==> src/rtl/sct_bank_pkg.sv <==
package sct_bank_pkg;

    localparam int REG_W    = 32;
    localparam int SRST_BIT = 31;
    localparam int GATE_BIT = 30;

    // access kind carried in address bits [3:2]
    typedef enum logic [1:0] {
        OP_WRITE  = 2'd0,
        OP_SET    = 2'd1,
        OP_CLEAR  = 2'd2,
        OP_TOGGLE = 2'd3
    } slot_op_e;

    function automatic logic [REG_W-1:0] apply_op(slot_op_e op,
                                                  logic [REG_W-1:0] cur,
                                                  logic [REG_W-1:0] wd);
        logic [REG_W-1:0] res;
        case (op)
            OP_WRITE:  res = wd;
            OP_SET:    res = cur | wd;
            OP_CLEAR:  res = cur & ~wd;
            default:   res = cur ^ wd;
        endcase
        return res;
    endfunction

endpackage

==> src/rtl/sct_addr_decode.sv <==
module sct_addr_decode
    import sct_bank_pkg::*;
#(
    parameter int ADDR_W   = 8,
    parameter int NUM_CTRL = 4,
    parameter int NUM_STAT = 2
) (
    input  logic [ADDR_W-1:0]   addr_i,
    output slot_op_e            op_o,
    output logic [NUM_CTRL-1:0] ctrl_hit_o,
    output logic [NUM_STAT-1:0] stat_hit_o
);

    localparam int SLOT_W = ADDR_W - 4;

    logic [SLOT_W-1:0] slot;
    logic              unused_lsb;

    assign slot       = addr_i[ADDR_W-1:4];
    assign op_o       = slot_op_e'(addr_i[3:2]);
    assign unused_lsb = ^addr_i[1:0];

    always_comb begin
        for (int i = 0; i < NUM_CTRL; i++) begin
            ctrl_hit_o[i] = (slot == SLOT_W'(i));
        end
        for (int j = 0; j < NUM_STAT; j++) begin
            stat_hit_o[j] = (slot == SLOT_W'(NUM_CTRL + j));
        end
    end

endmodule

==> src/rtl/sct_ctrl_reg.sv <==
module sct_ctrl_reg
    import sct_bank_pkg::*;
(
    input  logic             clk,
    input  logic             rst_n,
    input  logic             we_i,
    input  slot_op_e         op_i,
    input  logic [REG_W-1:0] wdata_i,
    input  logic [REG_W-1:0] hw_set_i,
    output logic [REG_W-1:0] q_o
);

    typedef struct packed {
        logic [REG_W-1:0] val;
    } reg_st_t;

    reg_st_t st_d, st_q;

    always_comb begin
        st_d = st_q;
        if (we_i) begin
            st_d.val = apply_op(op_i, st_q.val, wdata_i);
        end
        // hardware-set bits are applied after the bus result
        st_d.val = st_d.val | hw_set_i;
    end

    always_ff @(posedge clk or negedge rst_n) begin
        if (!rst_n) begin
            st_q <= '0;
        end else begin
            st_q <= st_d;
        end
    end

    assign q_o = st_q.val;


    set_alias_chk: assert property (@(posedge clk) disable iff (!rst_n)
        (we_i && op_i == OP_SET) |=> (q_o == ($past(q_o) | $past(wdata_i) | $past(hw_set_i))));


    clear_alias_chk: assert property (@(posedge clk) disable iff (!rst_n)
        (we_i && op_i == OP_CLEAR && hw_set_i == '0) |=> ((q_o & $past(wdata_i)) == '0));


    toggle_alias_chk: assert property (@(posedge clk) disable iff (!rst_n)
        (we_i && op_i == OP_TOGGLE && hw_set_i == '0) |=> (q_o == ($past(q_o) ^ $past(wdata_i))));


    idle_hold_chk: assert property (@(posedge clk) disable iff (!rst_n)
        (!we_i && hw_set_i == '0) |=> $stable(q_o));

endmodule

==> src/rtl/sct_reset_seq.sv <==
module sct_reset_seq #(
    parameter int RST_CYCLES = 4
) (
    input  logic clk,
    input  logic rst_n,
    input  logic srst_i,
    input  logic core_done_i,
    output logic gate_set_o
);

    localparam int CNT_W = $clog2(RST_CYCLES + 1);
    localparam int LAST  = RST_CYCLES - 1;

    typedef struct packed {
        logic [CNT_W-1:0] cnt;
        logic             done;
    } seq_st_t;

    seq_st_t st_d, st_q;

    always_comb begin
        st_d       = st_q;
        gate_set_o = 1'b0;
        if (!srst_i) begin
            st_d.cnt  = '0;
            st_d.done = 1'b0;
        end else if (!st_q.done) begin
            if (st_q.cnt == CNT_W'(LAST)) begin
                if (core_done_i) begin
                    gate_set_o = 1'b1;
                    st_d.done  = 1'b1;
                end
            end else begin
                st_d.cnt = st_q.cnt + 1'b1;
            end
        end
    end

    always_ff @(posedge clk or negedge rst_n) begin
        if (!rst_n) begin
            st_q <= '0;
        end else begin
            st_q <= st_d;
        end
    end


    single_pulse_chk: assert property (@(posedge clk) disable iff (!rst_n)
        gate_set_o |=> !gate_set_o);


    cnt_bound_chk: assert property (@(posedge clk) disable iff (!rst_n)
        st_q.cnt <= CNT_W'(LAST));


    restart_chk: assert property (@(posedge clk) disable iff (!rst_n)
        !srst_i |=> (st_q.cnt == '0 && !st_q.done));

endmodule

==> src/rtl/sct_reg_bank.sv <==
module sct_reg_bank
    import sct_bank_pkg::*;
#(
    parameter int ADDR_W     = 8,
    parameter int NUM_CTRL   = 4,
    parameter int NUM_STAT   = 2,
    parameter int RST_CYCLES = 4
) (
    input  logic                           clk,
    input  logic                           rst_n,
    input  logic [ADDR_W-1:0]              addr_i,
    input  logic                           wr_en_i,
    input  logic [REG_W-1:0]               wdata_i,
    input  logic                           rd_en_i,
    output logic [REG_W-1:0]               rdata_o,
    output logic [NUM_CTRL-1:0][REG_W-1:0] ctrl_o,
    input  logic [NUM_STAT-1:0][REG_W-1:0] stat_i,
    input  logic                           core_rst_done_i
);

    slot_op_e                      op;
    logic [NUM_CTRL-1:0]           ctrl_hit;
    logic [NUM_STAT-1:0]           stat_hit;
    logic [NUM_CTRL-1:0][REG_W-1:0] ctrl_q;
    logic                          gate_set;

    sct_addr_decode #(
        .ADDR_W   (ADDR_W),
        .NUM_CTRL (NUM_CTRL),
        .NUM_STAT (NUM_STAT)
    ) i_decode (
        .addr_i     (addr_i),
        .op_o       (op),
        .ctrl_hit_o (ctrl_hit),
        .stat_hit_o (stat_hit)
    );

    for (genvar g = 0; g < NUM_CTRL; g++) begin : g_ctrl
        logic [REG_W-1:0] hw_set;
        if (g == 0) begin : g_head
            assign hw_set = gate_set ? (REG_W'(1) << GATE_BIT) : '0;
        end else begin : g_rest
            assign hw_set = '0;
        end

        sct_ctrl_reg i_reg (
            .clk      (clk),
            .rst_n    (rst_n),
            .we_i     (wr_en_i & ctrl_hit[g]),
            .op_i     (op),
            .wdata_i  (wdata_i),
            .hw_set_i (hw_set),
            .q_o      (ctrl_q[g])
        );
    end

    sct_reset_seq #(
        .RST_CYCLES (RST_CYCLES)
    ) i_rst_seq (
        .clk         (clk),
        .rst_n       (rst_n),
        .srst_i      (ctrl_q[0][SRST_BIT]),
        .core_done_i (core_rst_done_i),
        .gate_set_o  (gate_set)
    );

    typedef struct packed {
        logic [REG_W-1:0] data;
    } rd_st_t;

    rd_st_t rd_d, rd_q;

    always_comb begin
        rd_d = rd_q;
        if (rd_en_i) begin
            rd_d.data = '0;
            for (int i = 0; i < NUM_CTRL; i++) begin
                if (ctrl_hit[i]) rd_d.data = rd_d.data | ctrl_q[i];
            end
            for (int j = 0; j < NUM_STAT; j++) begin
                if (stat_hit[j]) rd_d.data = rd_d.data | stat_i[j];
            end
        end
    end

    always_ff @(posedge clk or negedge rst_n) begin
        if (!rst_n) begin
            rd_q <= '0;
        end else begin
            rd_q <= rd_d;
        end
    end

    assign rdata_o = rd_q.data;
    assign ctrl_o  = ctrl_q;


    decode_onehot_chk: assert property (@(posedge clk) disable iff (!rst_n)
        $onehot0({ctrl_hit, stat_hit}));


    gate_follow_chk: assert property (@(posedge clk) disable iff (!rst_n)
        gate_set |=> ctrl_o[0][GATE_BIT]);


    rdata_hold_chk: assert property (@(posedge clk) disable iff (!rst_n)
        !rd_en_i |=> $stable(rdata_o));


    unmapped_read_chk: assert property (@(posedge clk) disable iff (!rst_n)
        (rd_en_i && ctrl_hit == '0 && stat_hit == '0) |=> (rdata_o == '0));


    stat_write_ignored_chk: assert property (@(posedge clk) disable iff (!rst_n)
        (wr_en_i && stat_hit != '0 && !gate_set) |=> (ctrl_o == $past(ctrl_o)));

endmodule

==> config.mk <==
export PLATFORM = sky130hd
export DESIGN_NAME = sct_reg_bank
export DESIGN_NICKNAME = d
export VERILOG_FILES = /design/src/rtl/sct_bank_pkg.sv /design/src/rtl/sct_addr_decode.sv /design/src/rtl/sct_ctrl_reg.sv /design/src/rtl/sct_reset_seq.sv /design/src/rtl/sct_reg_bank.sv
export SDC_FILE = /design/constraint.sdc
export NUM_CORES = 1
export LEC_CHECK = 0
export ABC_AREA = 1
export BUFFER_PORTS_ARGS = -buffer_cell sky130_fd_sc_hd__buf_2
export CORE_MARGIN = 2
export CORE_UTILIZATION = 35
export DETAILED_ROUTE_END_ITERATION = 8
export PLACE_DENSITY_LB_ADDON = 0.1
export SYNTH_ARGS = -nofsm -noshare
export SYNTH_HDL_FRONTEND = slang
export SYNTH_SLANG_ARGS = --single-unit
==> constraint.sdc <==
create_clock -name clk -period 2.2 [get_ports clk]
set_input_delay 0.44 -clock clk [delete_from_list [all_inputs] [get_ports clk]]
set_output_delay 0.44 -clock clk [all_outputs]
set_load 0.05 [all_outputs]
# Word-level counts from Yosys, hierarchy flattened
# Index checks and enable logic that the tools add are counted.
[classes]
add_sub_neg = 1
eq_ne = 10
n_mux = 24
n_bitwise = 23
n_reduce_logical = 3
[op_table]
columns = ["cell", "count"]
rows = [
  ["32-bit two-way mux", 12],
  ["32-bit one-hot mux with 3 select lines", 4],
  ["32-bit bitwise OR", 9],
  ["32-bit AND", 4],
  ["32-bit bitwise XOR", 4],
  ["32-bit NOT", 1],
  ["32-bit by 31-bit bitwise OR with 32-bit output", 1],
  ["31-bit two-way mux", 1],
  ["4-bit by 2-bit equality test with 1-bit output (second input constant)", 2],
  ["4-bit by 3-bit equality test with 1-bit output (second input constant)", 2],
  ["4-bit two-way mux", 2],
  ["1-bit AND", 4],
  ["4-bit by 1-bit equality test with 1-bit output (second input constant)", 1],
  ["4-bit zero test", 1],
  ["1-bit two-way mux", 4],
  ["2-bit != test (second input constant)", 2],
  ["3-bit by 1-bit adder with 3-bit output (second input constant)", 1],
  ["3-bit by 2-bit equality test with 1-bit output (second input constant)", 1],
  ["3-bit two-way mux", 1],
  ["2-bit by 1-bit equality test with 1-bit output (second input constant)", 1],
  ["2-bit equality test (second input constant)", 1],
  ["2-bit zero test", 1],
  ["2-bit AND reduction", 1],
]
[totals]
register_bits = 164
input_bits = 109
output_inout_bits = 160
wordCells = 68

# Longest topological paths before layout
# Gate-level depths: netlist of the first run.
[logic_depth]
depth_word = 17
mapped_depth = 8
depth_no_buf = 6

# Cells and area by module
# From an unflattened synthesis of the first run, not the netlist that was laid out.
[unflattened]
cells_unflattened = 2508
hier_area_um2 = 16594.7
[modules_own_cells]
columns = ["mod", "n_inst", "cells_each", "area_per_inst_um2", "seq_area_each_um2"]
rows = [
  ["sct_ctrl_reg", 4, 494, 3379.5, 800.8],
  ["sct_reg_bank", 1, 487, 2778.9, 800.8],
  ["sct_reset_seq", 1, 27, 217.7, 100.1],
  ["sct_addr_decode", 1, 18, 80.1, 0.0],
]

# Worst setup path after synthesis of the first run
# OpenSTA, ideal clock, no wires.
[synth_path]
kind = "reg-to-reg"
from = "register g_ctrl[0].i_reg.st_q, in the netlist g_ctrl[0].i_reg.q_o[0]"
to = "register g_ctrl[0].i_reg.st_q, in the netlist g_ctrl[0].i_reg.q_o[0]"
setup_time_ns = 0.076
arrival_ns = 1.411
required_ns = 2.124
slack_ns = 0.713
path_stages_with_launch = 7
n_path_buf = 0
path_cell_list = "dfrtp_1 -> inv_1 -> ha_1 -> or2_2 -> nand2_1 -> nor2_1 -> o21ai_1"
[synth_via]
elab_chain_cells = 4
[synth_rtl]
columns = ["element", "line", "rtl"]
rows = [
  ["start: declaration", "sct_ctrl_reg.sv:17", "reg_st_t st_d, st_q;"],
  ["start signal: assignment", "sct_ctrl_reg.sv:32", "st_q <= st_d;"],
  ["32-bit bitwise XOR (tied with other cells)", "sct_bank_pkg.sv:23", "default: res = cur ^ wd;"],
  ["32-bit one-hot mux with 3 select lines", "sct_bank_pkg.sv:19", "case (op)"],
  ["32-bit two-way mux *", "sct_ctrl_reg.sv:21", "if (we_i) begin"],
  ["32-bit by 31-bit bitwise OR with 32-bit output *", "sct_ctrl_reg.sv:25", "st_d.val = st_d.val | hw_set_i;"],
]
# Every way passes the cells marked *; elsewhere a longest branch is shown, timed or not.
# A chain may end at the register's enable or synchronous reset.

# Final worst setup path of the first run
[layout_path]
from = "register g_ctrl[0].i_reg.st_q, in the netlist g_ctrl[0].i_reg.q_o[31]"
to = "output port ctrl_o[31] in the netlist's numbering"
[layout_lines]
columns = ["element", "line", "rtl"]
rows = [
  ["end: declaration", "sct_reg_bank.sv:16", "output logic [NUM_CTRL-1:0][REG_W-1:0] ctrl_o,"],
]
# No word-level cell between the ends.

==> impl_metrics.py, run 1 <==
metrics = {
    "finish": {
        "syn_to_final_growth_pct": 19.5,
        "drive_above_1_share_pct": 16.7,
        "multi_input_area_um2": 9190,
        "fin_nets": 2667,
        "register_area_um2": 4100,
        "layout_commonest_cell": "nand2_1",
        "fin_cells": 2847,
        "nFillCells": 4319,
        "layout_common_cells": "nand2_1 (493), nor2_1 (361), buf_2 (265), ha_1 (258), inv_1 (194)",
    },
    "setup_path": {
        "worst_setup_path_end_kind": "primary output",
        "crit_buf_inv": 1,
        "startpoint_type": "flip-flop",
        "r2r-end": "g_ctrl[0].i_reg.q_o[31]",
        "r2r_start": "g_ctrl[0].i_reg.q_o[31]",
        "endpoint": "ctrl_o[31]",
        "r2r.worst_path.cells": 6,
        "crit_required_ns": 1.76,
        "cp.arrival_ns": 1.29,
        "crit_type": "reg2out",
        "critical-path-max-stage-delay_ns": 0.51,
        "crit_chain": "buf_2",
        "reg2reg_slack_ns": 0.75,
        "slowest_stage": "dfrtp_1",
        "startpoint": "g_ctrl[0].i_reg.q_o[31]",
        "crit_family": "flip-flops",
        "crit_fanout": 7,
        "crit_cells": 1,
    },
    "synthesis": {
        "syn_nets": 2448,
        "yosysSeqAreaShare_pct": 28.3,
        "synth_cells": 2081,
        "netlist_area_um2": 14500,
        "synth-seq-cells": 164,
        "yosys-mux-area-fraction_pct": 0,
        "synth_top_family_by_area": "simple AND/OR/NAND/NOR gates",
        "synth-adder-area-share_pct": 22.2,
        "ys_warn_count": 0,
        "ys_types": 26,
        "synth.avg_cell_area_um2": 6.98,
        "synthSimpleGateAreaFrac_pct": 30.2,
        "synth-compound-area-share_pct": 10.5,
        "synth_xor_area_share_pct": 0,
    },
    "clock_tree": {
        "cts_resized": 0,
        "clock-sinks": 164,
        "cts_tree": "yes",
        "root_buffer": "clkbuf_16",
        "cts_buffer_depth": 2,
        "clkTransAtPathRegs_ns": 0.07,
        "htreeDepth": 4,
        "numCtsBuffers": 17,
        "clkLatencyLatePin_ns": 0.46,
    },
    "floorplanning": {
        "num_rows": 74,
        "start_util_pct": 35.5,
        "core_area_um2": 40900,
        "die_y_um": 208,
        "fp.dieW_um": 208,
        "io_pins": 269,
        "die_area_um2": 43100,
    },
    "global_route": {
        "busiest_layer": "met2",
        "grt_util_met2_pct": 40.5,
        "grt_util_met3_pct": 3.25,
        "antenna_found_initial": 4,
        "grt_first_pass_wirelength_um": 79700,
        "overflow": 0,
        "grt_max_degree": 76,
        "grt_pass1_vias": 13900,
        "met1_usage_pct": 30.7,
        "grt_usage_pct": 23.5,
    },
    "sta": {
        "fin_setup_tns_ns": 0,
        "min_period_over_period_pct": 78.7,
        "min_period_ns": 1.73,
        "grt_setup_unrepaired": "false",
        "fmax_ghz": 0.578,
        "max_slew.worst_pin.slew_ns": 0.599,
        "hold_viol_final": 0,
        "whs_ns": 0.265,
        "skew_ns": 0.0131,
        "maxSlewViolCount": 0,
        "relSlewSlack_pct": 60.1,
        "final-setup-viol-count": 0,
    },
    "routing": {
        "routed_wl_um": 50700,
        "via_count": 14200,
        "route.detailed.drc": 0,
        "ant_nets": 0,
        "viasPerCell": 5.00,
        "routedWlPerCell_um": 17.8,
        "drtIter0Drc": 836,
        "dr.pass1.iters": 5,
    },
    "power": {
        "ir_drop_uv": 445,
        "p_leak_nw": 9.53,
        "power_density_nw_per_um2": 803,
    },
    "placed_design": {
        "dp_hpwl_um": 34000,
        "dp_cells": 2812,
        "place.gp.congestion": 0.801,
        "portBuffers": 266,
    },
    "outcome": {
        "status": "complete, no violations",
    },
    "job": {
        "maxCapViolCount": 0,
    },
    "min_path": {
        "hp-class": "in2reg",
    },
}
worst min-delay path by stage:
stage | slack, ns | depth (start not counted) | from | endpoint
floorplan | 0.14 | 0 | rst_n | g_ctrl[0].i_reg.q_o[0]
global placement | 0.41 | 1 | rst_n | g_ctrl[1].i_reg.q_o[16]
detailed placement | 0.41 | 1 | rst_n | g_ctrl[1].i_reg.q_o[16]
CTS | 0.23 | 3 | core_rst_done_i | i_rst_seq.st_q[0]
global route | 0.26 | 3 | core_rst_done_i | i_rst_seq.st_q[0]
finish | 0.26 | 3 | core_rst_done_i | i_rst_seq.st_q[0]
worst min-delay path, stage by stage:
cell,delay [ns]
buf_2,0.10
nand2_1,0.07
a21oi_1,0.06
per-stage QoR:
stage / util (%) / total power (W) / area (µm²) / setup slack (ns)
2_1_floorplan: - / 0.00839 / 14500 / 0.713
6_report: 42.4 / 0.0139 / 17400 / 0.469
5_1_grt: 42.4 / 0.0148 / 17400 / 0.404
3_3_place_gp: 40.6 / 0.0100 / 16600 / 0.357
4_1_cts: 42.4 / 0.0141 / 17400 / 0.431
3_5_place_dp: 40.6 / 0.0102 / 16600 / 0.322
flip-flops by register name (all words and copies together), names as in the netlist:
signal and flops:
rdata_o 32, i_rst_seq.st_q 4, g_ctrl.i_reg.q_o 128
metal layers:
metal  part of all wire (%)  routed length [µm]  vias to the layer above
li1                       -                   -                     7098
met1                     46               23300                     6761
met2                     48               24400                      320
met3                    4.0                2010                       59
met4                    2.0                1000                        4
met5                  0.053                  27                        -
power breakdown:
part / switching [W] / total, W / internal, W
clock: 0.00142 / 0.00384 / 0.00242
combinational: 0.00409 / 0.00559 / 0.00150
sequential: 0.000868 / 0.00450 / 0.00363
total: 0.00638 / 0.0139 / 0.00755
cells by family (layout without fill, tap and decap cells):
| kind of cell | Yosys count | in the layout |
|---|---|---|
| and+or+nand+nor | 1079 | 1079 |
| buffers and inverters | 312 | 544 |
| other | 0 | 2 |
| adders and majority gates | 258 | 258 |
| DFF | 164 | 164 |
| AOI/OAI and AO/OA | 268 | 268 |
area by class of cell:
| class | instances | share of cell area (%) |
|---|---|---|
| Multi-Input combinational cell | 1605 | 53.0 |
| Sequential cell | 164 | 23.6 |
| Timing Repair Buffer | 312 | 11.0 |
| Inverter | 200 | 4.33 |
| Tap cell | 532 | 3.84 |
| Clock buffer | 19 | 2.61 |
| Clock inverter | 13 | 1.59 |
| Antenna cell | 2 | 0.0288 |
timing repair:
action,CTS,global route
hold buffers,1,0
setup buffers,0,0
endpoints found under the hold margin,35,0
cells in the mapped netlist, drive strengths merged:
library cell | count | share of area (%)
a21oi | 57 | 2.0
buf | 66 | 2.4
clkbuf | 46 | 1.2
dfrtp | 164 | 28
ha | 258 | 22
inv | 200 | 5.2
nand2 | 496 | 13
nand3 | 189 | 6.6
nor2 | 368 | 9.7
nor3 | 1 | 0.034
o211ai | 66 | 3.4
o21a | 1 | 0.052
o21ai | 131 | 4.5
o22ai | 12 | 0.52
o31ai | 1 | 0.052
or2 | 25 | 1.1
Power figures use the tool's default switching activity.
==> run 2: changes to the inputs <==
Clock period 2.2 ns to 1.5 ns, I/O delays scaled along.
==> impl_metrics.py, run 2 (synthesized netlist as in run 1, its figures left out) <==
metrics = {
    "routing": {
        "viasPerCell": 5.00,
        "dr.pass1.iters": 7,
        "routedWlPerCell_um": 17.7,
        "ant_nets": 0,
        "routed_wl_um": 51600,
        "route.detailed.drc": 0,
        "via_count": 14600,
        "drtIter0Drc": 771,
    },
    "setup_path": {
        "worst_setup_path_end_kind": "primary output",
        "cp.arrival_ns": 1.18,
        "crit_type": "reg2out",
        "crit_family": "flip-flops",
        "crit_required_ns": 1.20,
        "critical-path-max-stage-delay_ns": 0.48,
        "startpoint_type": "flip-flop",
        "crit_chain": "buf_4",
        "crit_fanout": 5,
        "crit_cells": 1,
        "crit_buf_inv": 1,
        "r2r.worst_path.cells": 5,
        "slowest_stage": "dfrtp_1",
    },
    "power": {
        "switchingPower_w": 0.00940,
        "combPwrFrac_pct": 44.2,
        "p_clk_share_pct": 22.6,
        "seqPwrFrac_pct": 33.2,
        "p_leak_nw": 9.99,
        "ir_drop_uv": 734,
        "power_density_nw_per_um2": 1090,
        "sw_frac_of_total_pct": 46.7,
        "internal_power_w": 0.0107,
    },
    "finish": {
        "syn_to_final_growth_pct": 26.9,
        "layout_common_cells": "nand2_1 (493), nor2_1 (361), ha_1 (258), inv_1 (194), nand3_1 (185)",
        "nFillCells": 4189,
        "drive_above_1_share_pct": 20.0,
        "antennaDiodeCount": 0,
        "multi_input_area_um2": 9190,
        "final_core_util_pct": 45.0,
        "largest_reg_flops": 128,
        "fin_nets": 2745,
        "layout_commonest_cell": "nand2_1",
        "register_area_um2": 4130,
    },
    "sta": {
        "grt_setup_unrepaired": "false",
        "min_period_over_period_pct": 98.6,
        "maxSlewViolCount": 0,
        "relSlewSlack_pct": 68.1,
        "min_period_ns": 1.48,
        "skew_ns": 0.00998,
        "max_slew.worst_pin.slew_ns": 0.479,
        "whs_ns": 0.132,
        "hold_viol_final": 0,
        "postLayoutSetupSlackWorst_ns": 0.0215,
        "fmax_ghz": 0.676,
        "final-setup-viol-count": 0,
        "fin_setup_tns_ns": 0,
    },
    "global_route": {
        "grt_max_degree": 43,
        "grt_pass1_vias": 14200,
        "met1_usage_pct": 31.3,
        "busiest_layer": "met2",
        "grt_util_met2_pct": 41.1,
        "grt_usage_pct": 24.0,
        "grt_first_pass_wirelength_um": 81300,
        "overflow": 0,
        "antenna_found_initial": 0,
        "grt_util_met3_pct": 2.90,
    },
    "min_path": {
        "hp-class": "in2reg",
        "holdPathStages": 3,
    },
    "floorplanning": {
        "fp.dieW_um": 208,
        "num_rows": 74,
        "io_pins": 269,
        "die_area_um2": 43100,
        "start_util_pct": 35.5,
        "die_y_um": 208,
        "core_area_um2": 40900,
    },
    "clock_tree": {
        "clkTransAtPathRegs_ns": 0.06,
        "cts_tree": "yes",
        "htreeDepth": 4,
        "root_buffer": "clkbuf_16",
        "cts_buffer_depth": 2,
        "clkLatencyLatePin_ns": 0.45,
        "numCtsBuffers": 17,
        "clock-sinks": 164,
    },
    "placed_design": {
        "dp_hpwl_um": 37100,
        "post-place-ws_ns": -0.128,
        "portBuffers": 266,
        "place.gp.congestion": 0.801,
    },
    "outcome": {
        "status": "complete, no violations",
    },
    "job": {
        "maxCapViolCount": 0,
    },
}
[run 2: through the flow]
stage | cell area [µm²] | instances | total power, W
after detailed placement | 17500 | 2890 | 0.0153
after floorplan | 14500 | 2081 | 0.0123
after CTS | 18300 | 2921 | 0.0202
after global routing | 18400 | 2921 | 0.0215
final | 18400 | 2921 | 0.0201
after global placement | 17500 | 2890 | 0.0150
[run 2: power groups by stage]
| stage | Sequential, W | Clock [W] | Combinational (W) |
|---|---|---|---|
| global placement | 0.00668 | 0 | 0.00833 |
| finish | 0.00669 | 0.00456 | 0.00890 |
| global route | 0.00685 | 0.00482 | 0.00978 |
| floorplan | 0.00936 | 0 | 0.00295 |
| CTS | 0.00668 | 0.00467 | 0.00887 |
| detailed placement | 0.00671 | 0 | 0.00855 |
[run 2: layout make-up]
type | instances | area share [%]
flip-flops and latches | 164 | 22.4
clock buffers | 26 | 2.65
clock inverters | 4 | 0.394
well taps | 532 | 3.61
repair buffers | 390 | 17.0
multi-input cells | 1605 | 49.9
inverters | 200 | 4.07
[run 2: repair_timing]
item                                    CTS  global route
endpoints found under the setup margin   78            50
hold buffers                              1             0
hold endpoints to repair                 27             0
setup buffers                             0             0
gates resized for setup                  85            58
[run 2: worst paths after layout]
check                                         from                       to  slack [ns]
setup / recovery           g_ctrl[1].i_reg.q_o[31]               ctrl_o[63]        0.02
min in group asynchronous                    rst_n  g_ctrl[1].i_reg.q_o[16]        0.35
max in group asynchronous                    rst_n  g_ctrl[3].i_reg.q_o[30]        0.53
hold reg to reg                  i_rst_seq.st_q[2]        i_rst_seq.st_q[2]        0.52
setup reg to reg                 i_rst_seq.st_q[1]        i_rst_seq.st_q[3]        0.07
hold / removal                     core_rst_done_i        i_rst_seq.st_q[0]        0.13
[run 2: per-layer routing]
metal / up-vias / part of all wire, %
li1: 7249 / -
met1: 6935 / 45
met2: 360 / 49
met3: 64 / 4.0
met4: 0 / 2.6
met5: - / 0
